$ cat config.mk
export PLATFORM = sky130hd
export DESIGN_NAME = uart_irq_ctrl
export DESIGN_NICKNAME = d
export VERILOG_FILES = /design/src/rtl/uart_irq_pkg.sv /design/src/rtl/uart_irq_enable.sv /design/src/rtl/uart_irq_pend.sv /design/src/rtl/uart_irq_req.sv /design/src/rtl/uart_irq_ctrl.sv
export SDC_FILE = /design/constraint.sdc
export NUM_CORES = 1
export LEC_CHECK = 0
export BUFFER_PORTS_ARGS = -buffer_cell sky130_fd_sc_hd__buf_4
export CAP_MARGIN = 30
export CELL_PAD_IN_SITES_DETAIL_PLACEMENT = 1
export CELL_PAD_IN_SITES_GLOBAL_PLACEMENT = 1
export CORE_AREA = 2 2 39 41
export DETAILED_ROUTE_END_ITERATION = 12
export DIE_AREA = 0 0 41 43
export PLACE_DENSITY = 0.65
export SYNTH_ARGS = -nofsm -noshare
export SYNTH_HDL_FRONTEND = slang
export SYNTH_SLANG_ARGS = --single-unit
export TNS_END_PERCENT = 10
$ cat constraint.sdc
create_clock -name clk_i -period 1.15 [get_ports clk_i]
set_clock_uncertainty 0.1 [all_clocks]
set_input_delay 0.0575 -clock clk_i [delete_from_list [all_inputs] [get_ports clk_i]]
set_output_delay 0.0575 -clock clk_i [all_outputs]
set_load 0.1 [all_outputs]
$ cat src/rtl/uart_irq_pkg.sv
package uart_irq_pkg;
  localparam int REG_W   = 8;
  localparam int NUM_SRC = 2;
  localparam int ENA_LSB = 4;
  localparam int STS_LSB = 0;
  localparam int SRC_TX  = 0;
  localparam int SRC_RX  = 1;
  typedef logic [NUM_SRC-1:0] src_vec_t;
endpackage

$ cat src/rtl/uart_irq_enable.sv
module uart_irq_enable #(
  parameter int N = 2
) (
  input  logic         clk_i,
  input  logic         rst_ni,
  input  logic         wr_en_i,
  input  logic [N-1:0] wr_bits_i,
  output logic [N-1:0] en_o
);
  always_ff @(posedge clk_i or negedge rst_ni) begin
    if (!rst_ni)      en_o <= '0;
    else if (wr_en_i) en_o <= wr_bits_i;
  end

  assert_hold_R2: assert property (@(posedge clk_i) disable iff (!rst_ni)
    !wr_en_i |=> $stable(en_o));
  assert_load_R2: assert property (@(posedge clk_i) disable iff (!rst_ni)
    wr_en_i |=> en_o == $past(wr_bits_i));
endmodule

$ cat src/rtl/uart_irq_pend.sv
module uart_irq_pend (
  input  logic clk_i,
  input  logic rst_ni,
  input  logic set_i,
  input  logic clr_i,
  output logic pend_o
);
  always_ff @(posedge clk_i or negedge rst_ni) begin
    if (!rst_ni)     pend_o <= 1'b0;
    else if (set_i)  pend_o <= 1'b1;  // set beats clear
    else if (clr_i)  pend_o <= 1'b0;
  end

  assert_set_wins_R7: assert property (@(posedge clk_i) disable iff (!rst_ni)
    set_i |=> pend_o);
  assert_clear_R6: assert property (@(posedge clk_i) disable iff (!rst_ni)
    (clr_i && !set_i) |=> !pend_o);
  assert_sticky_R3: assert property (@(posedge clk_i) disable iff (!rst_ni)
    (pend_o && !clr_i) |=> pend_o);
endmodule

$ cat src/rtl/uart_irq_req.sv
module uart_irq_req #(
  parameter int N = 2
) (
  input  logic         clk_i,
  input  logic         rst_ni,
  input  logic [N-1:0] pend_i,
  input  logic [N-1:0] en_i,
  output logic         irq_o
);
  always_ff @(posedge clk_i or negedge rst_ni) begin
    if (!rst_ni) irq_o <= 1'b0;
    else         irq_o <= |(pend_i & en_i);
  end

  assert_irq_up_R8: assert property (@(posedge clk_i) disable iff (!rst_ni)
    (|(pend_i & en_i)) |=> irq_o);
  assert_irq_down_R8: assert property (@(posedge clk_i) disable iff (!rst_ni)
    !(|(pend_i & en_i)) |=> !irq_o);
endmodule

$ cat src/rtl/uart_irq_ctrl.sv
module uart_irq_ctrl
  import uart_irq_pkg::*;
#(
  parameter int W = REG_W
) (
  input  logic         clk_i,
  input  logic         rst_ni,
  input  logic         wr_en_i,
  input  logic [W-1:0] wr_data_i,
  input  logic         rd_en_i,
  output logic [W-1:0] rd_data_o,
  input  logic         rx_not_empty_i,
  input  logic         tx_not_full_i,
  output logic         irq_o
);
  src_vec_t src, pend, en;

  always_comb begin
    src         = '0;
    src[SRC_RX] = rx_not_empty_i;
    src[SRC_TX] = tx_not_full_i;
  end

  uart_irq_enable #(.N(NUM_SRC)) i_enable (
    .clk_i     (clk_i),
    .rst_ni    (rst_ni),
    .wr_en_i   (wr_en_i),
    .wr_bits_i (wr_data_i[ENA_LSB +: NUM_SRC]),
    .en_o      (en)
  );

  for (genvar g = 0; g < NUM_SRC; g++) begin : g_pend
    uart_irq_pend i_pend (
      .clk_i  (clk_i),
      .rst_ni (rst_ni),
      .set_i  (src[g]),
      .clr_i  (rd_en_i),
      .pend_o (pend[g])
    );
  end

  uart_irq_req #(.N(NUM_SRC)) i_req (
    .clk_i  (clk_i),
    .rst_ni (rst_ni),
    .pend_i (pend),
    .en_i   (en),
    .irq_o  (irq_o)
  );

  always_comb begin
    rd_data_o                      = '0;
    rd_data_o[ENA_LSB +: NUM_SRC]  = en;
    rd_data_o[STS_LSB +: NUM_SRC]  = pend;
  end

  assert_write_keeps_status_R3: assert property (@(posedge clk_i) disable iff (!rst_ni)
    (wr_en_i && !rd_en_i && !rx_not_empty_i && !tx_not_full_i)
      |=> rd_data_o[1:0] == $past(rd_data_o[1:0]));
  assert_rx_set_R4: assert property (@(posedge clk_i) disable iff (!rst_ni)
    rx_not_empty_i |=> rd_data_o[1]);
  assert_tx_set_R5: assert property (@(posedge clk_i) disable iff (!rst_ni)
    tx_not_full_i |=> rd_data_o[0]);
  assert_zero_write_R10: assert property (@(posedge clk_i) disable iff (!rst_ni)
    (wr_en_i && wr_data_i == '0) |=> rd_data_o[5:4] == 2'b00);
endmodule

## Word-level counts from Yosys, hierarchy flattened

Cells that the tools add are included.

| storage, ports and cells | value |
|---|---|
| register bits after elaboration | 5 |
| bits of input ports | 14 |
| logic and storage cells | 11 |

| cells by class | value |
|---|---|
| muxes and demuxes | 3 |
| bitwise gates (word level) | 1 |
| reduce and logical (&&, ||, !) cells | 3 |

Operators by type and width:

| cell | count |
|---|---|
| $reduce_bool 2->1 | 2 |
| $mux 1 | 3 |
| $and 2x2->2 | 1 |
| $reduce_or 2->1 | 1 |

## Depth between registers and ports, before layout

| logic depth | value |
|---|---|
| depth in word-level cells | 2 |
| depth in mapped cells | 2 |
| mapped depth without buffers | 2 |

## Hierarchy

Synthesis repeated with hierarchy kept, for this count alone.

| second synthesis, totals | value |
|---|---|
| cells, all modules | 17 |
| area total of the unflattened synthesis | 212.7 sq um |

By module, submodules not included:

| module | instances | cells an instance | area each (sq um) | seq. area each (sq um) |
|---|---|---|---|---|
| uart_irq_enable | 1 | 4 | 72.6 | 50.0 |
| uart_irq_pend | 2 | 3 | 36.3 | 25.0 |
| uart_irq_ctrl | 1 | 5 | 33.8 | 0.0 |
| uart_irq_req | 1 | 2 | 33.8 | 25.0 |

## Least setup slack after synthesis

OpenSTA, ideal clock, no wires.

| timing path | value |
|---|---|
| path type | flip-flop to flip-flop |
| from | register, netlist name i_enable.en_o[1] |
| to | register i_enable.en_o[1] |
| arrival time | 1.144 ns |
| path slack | -0.220 ns |
| stages on the path, launching flop included | 2 |
| clock period less this slack | 1.370 ns |
| cell sequence | dfrtp_1 mux2_4 |

RTL lines:

| element | line | RTL |
|---|---|---|
| end signal, assigned | uart_irq_enable.sv:12 | `else if (wr_en_i) en_o <= wr_bits_i;` |
| end, declared | uart_irq_enable.sv:8 | `output logic [N-1:0] en_o` |

## Final worst setup path

| timing path | value |
|---|---|
| from | register g_pend[1].i_pend.pend_o |
| to | output port rd_data_o[1] |

RTL lines:

| element | line | RTL |
|---|---|---|
| start, declared | uart_irq_pend.sv:6 | `output logic pend_o` |
| start signal, assigned | uart_irq_pend.sv:9 | `if (!rst_ni) pend_o <= 1'b0;` |
| start signal, assigned | uart_irq_pend.sv:10 | `else if (set_i) pend_o <= 1'b1;` |
| start signal, assigned | uart_irq_pend.sv:11 | `else if (clr_i) pend_o <= 1'b0;` |
| end, declared | uart_irq_ctrl.sv:11 | `output logic [W-1:0] rd_data_o,` |

No word-level cell between the ends.

==> results.json <==
{
  "status": "completed",
  "synth_top_family_by_area": "buffers and inverters",
  "gp_congestion": 0.563,
  "grt_usage_pct": 6.96,
  "finalHoldViolCount": 0,
  "ys.flop_type": "dfrtp_1",
  "synth_area_um2": 231,
  "yosysSeqAreaShare_pct": 54.1,
  "numClockSinks": 5,
  "first_pass_iters": 2,
  "vias": 181,
  "vias_per_cell": 3.42,
  "cellLeakagePower_nw": 0.202,
  "drt_iter0_markers": 1,
  "wl_um": 497,
  "drv_cap": 0,
  "r2r_end": "i_enable.en_o[1]",
  "place_area_um2": 309,
  "rows": 14,
  "wl_per_cell_um": 9.38,
  "path_clk_slew_ns": 0.04,
  "synth_mux_area_share_pct": 13.0,
  "crit_path_start_kind": "register",
  "ys_warn_count": 0,
  "placed_cells": 43,
  "synth-simple-area-share_pct": 0,
  "core_um2": 1380,
  "synthAdderAreaFrac_pct": 0,
  "holdWs_ns": 0.0346,
  "r2r-start": "i_enable.en_o[1]",
  "fin_crit_ns": 1.07,
  "path_delay_family": "flip-flops",
  "synth-edff-count": 0,
  "antenna_left": 0,
  "synthTopCellsByCount": "buf_4 (6), dfrtp_1 (5), a21o_1 (2), mux2_4 (2)",
  "cp.required_ns": 0.99,
  "antenna_found_initial": 0,
  "cts_setup_buffers": 0,
  "slowest_stage": "dfrtp_1",
  "syn_to_final_growth_pct": 70.8,
  "htreeDepth": 1,
  "rsz0062_at_grt": "false",
  "final_nets": 52,
  "grt_pass1_vias": 194,
  "crit_path_end": "rd_data_o[1]",
  "async_flop_share_pct": 100,
  "arrival_ns": 0.92,
  "finalPower_uw": 669,
  "cts_tree": "built",
  "fin_cells": 53,
  "synth_top_area_cell": "dfrtp_1",
  "synthMostInstantiatedCell": "buf_4",
  "power.density_nw_per_um2": 1690,
  "grt_pass1_wl_um": 731,
  "reg2regPathDepth": 1,
  "synthCells": 18,
  "r2r_slack_ns": 0.25,
  "synth_xor_area_share_pct": 0,
  "synth_top_area_share_pct": 54.1,
  "grt.overflow.total": 0,
  "design_area_um2": 395,
  "fin_crit_sh_pct": 93.3,
  "io_pins": 23,
  "ir_worst_vdd_mv": 0.429,
  "synth-compound-area-share_pct": 10.3,
  "start_util_pct": 16.7,
  "cp.depth": 1,
  "die_w_um": 41,
  "synth_area_leaders": "dfrtp_1 (54%), buf_4 (19%), mux2_4 (13%), a21o_1 (6.5%), a22o_1 (3.8%)",
  "setup_viol_count_final": 0,
  "yosysUniqueCellTypes": 7,
  "root_buffer": "clkbuf_4",
  "worstSetupStartpoint": "g_pend[1].i_pend.pend_o",
  "die_h_um": 43,
  "path_buf_inv": 1,
  "utilization_pct": 28.6,
  "die_area_um2": 1760,
  "hold_class": "in -> reg",
  "antenna_cells": 0,
  "critical_path.max_stage_delay_ns": 0.37,
  "cts_buffer_depth": 2,
  "path_class": "reg -> out",
  "worst-path-max-fanout": 3,
  "cp_cell_sequence": "buf_4",
  "cp-end-kind": "output pin",
  "portBuffers": 12,
  "route.detailed.drc": 0,
  "max_freq_mhz": 932,
  "slew_violations": 0,
  "drive_gt1_share_pct": 48.6,
  "synth_seq_cells": 5,
  "insertion_delay_ns": 0.23,
  "grt_max_degree": 6,
  "cts_buffers": 3,
  "synth.avg_cell_area_um2": 12.9
}
[area by class of cell]
| class | count | area, um2 |
|---|---|---|
| fill | 157 | 988 |
| timing repair buffer | 18 | 150 |
| sequential | 5 | 126 |
| multi-input combinational | 9 | 68.8 |
| clock buffer | 4 | 26.3 |
| tap | 16 | 20.0 |
| inverter | 1 | 3.75 |
[placed cells by master, fill, tap and decap left out]
cell           count
dlygate4sd3_1      6
a22o_1             1
a21o_1             2
conb_1             4
buf_4             12
clkbuf_4           3
dfrtp_1            4
dfrtp_2            1
inv_1              1
clkbuf_1           1
mux2_4             2
[stage by stage]
step | TNS (ns) | setup WS, ns
5_1_grt | 0 | 0.0380
2_1_floorplan | -0.374 | -0.220
3_5_place_dp | 0 | 0.262
6_report | 0 | 0.0765
4_1_cts | 0 | 0.0574
3_3_place_gp | 0 | 0.269
[how the worst min path moves through the flow]
| stage | startpoint | end | slack [ns] | cells past startpoint |
|---|---|---|---|---|
| 6_report | rd_en_i | g_pend[0].i_pend.pend_o | 0.03 | 3 |
| 5_1_grt | rd_en_i | g_pend[0].i_pend.pend_o | 0.05 | 3 |
| 4_1_cts | rd_en_i | g_pend[0].i_pend.pend_o | 0.02 | 3 |
| 3_5_place_dp | rst_ni | g_pend[0].i_pend.pend_o | -0.24 | 1 |
| 3_3_place_gp | rst_ni | i_req.irq_o | -0.24 | 1 |
| 2_1_floorplan | rst_ni | g_pend[0].i_pend.pend_o | -0.34 | 0 |
[sequential cells by signal, indices dropped and copies added, names as in the netlist]
name	cells
g_pend.i_pend.pend_o	2
i_enable.en_o	2
i_req.irq_o	1
[cells by family after synthesis]
logic type / after synthesis
AOI/OAI and AO/OA: 3
buffers and inverters: 7
DFF: 5
muxes: 2
other: 1
[per-layer routing]
metal  track usage, %  wire [um]
met4             8.00          0
met5                0          0
met1             6.51        199
met2             9.69        215
met3             3.14         81
[where the power goes]
part / leakage, nW / internal [mW] / switching [mW]
sequential: 0.0553 / 0.194 / 0.0123
clock: 0.0150 / 0.131 / 0.0625
combinational: 0.132 / 0.0660 / 0.204
total: 0.202 / 0.391 / 0.279
[repair_timing]
action | CTS | global route
hold buffers | 6 | 0
hold endpoints to repair | 9 | 0
resized for setup | 0 | 0
No activity file was read; power rests on OpenSTA's default activity.
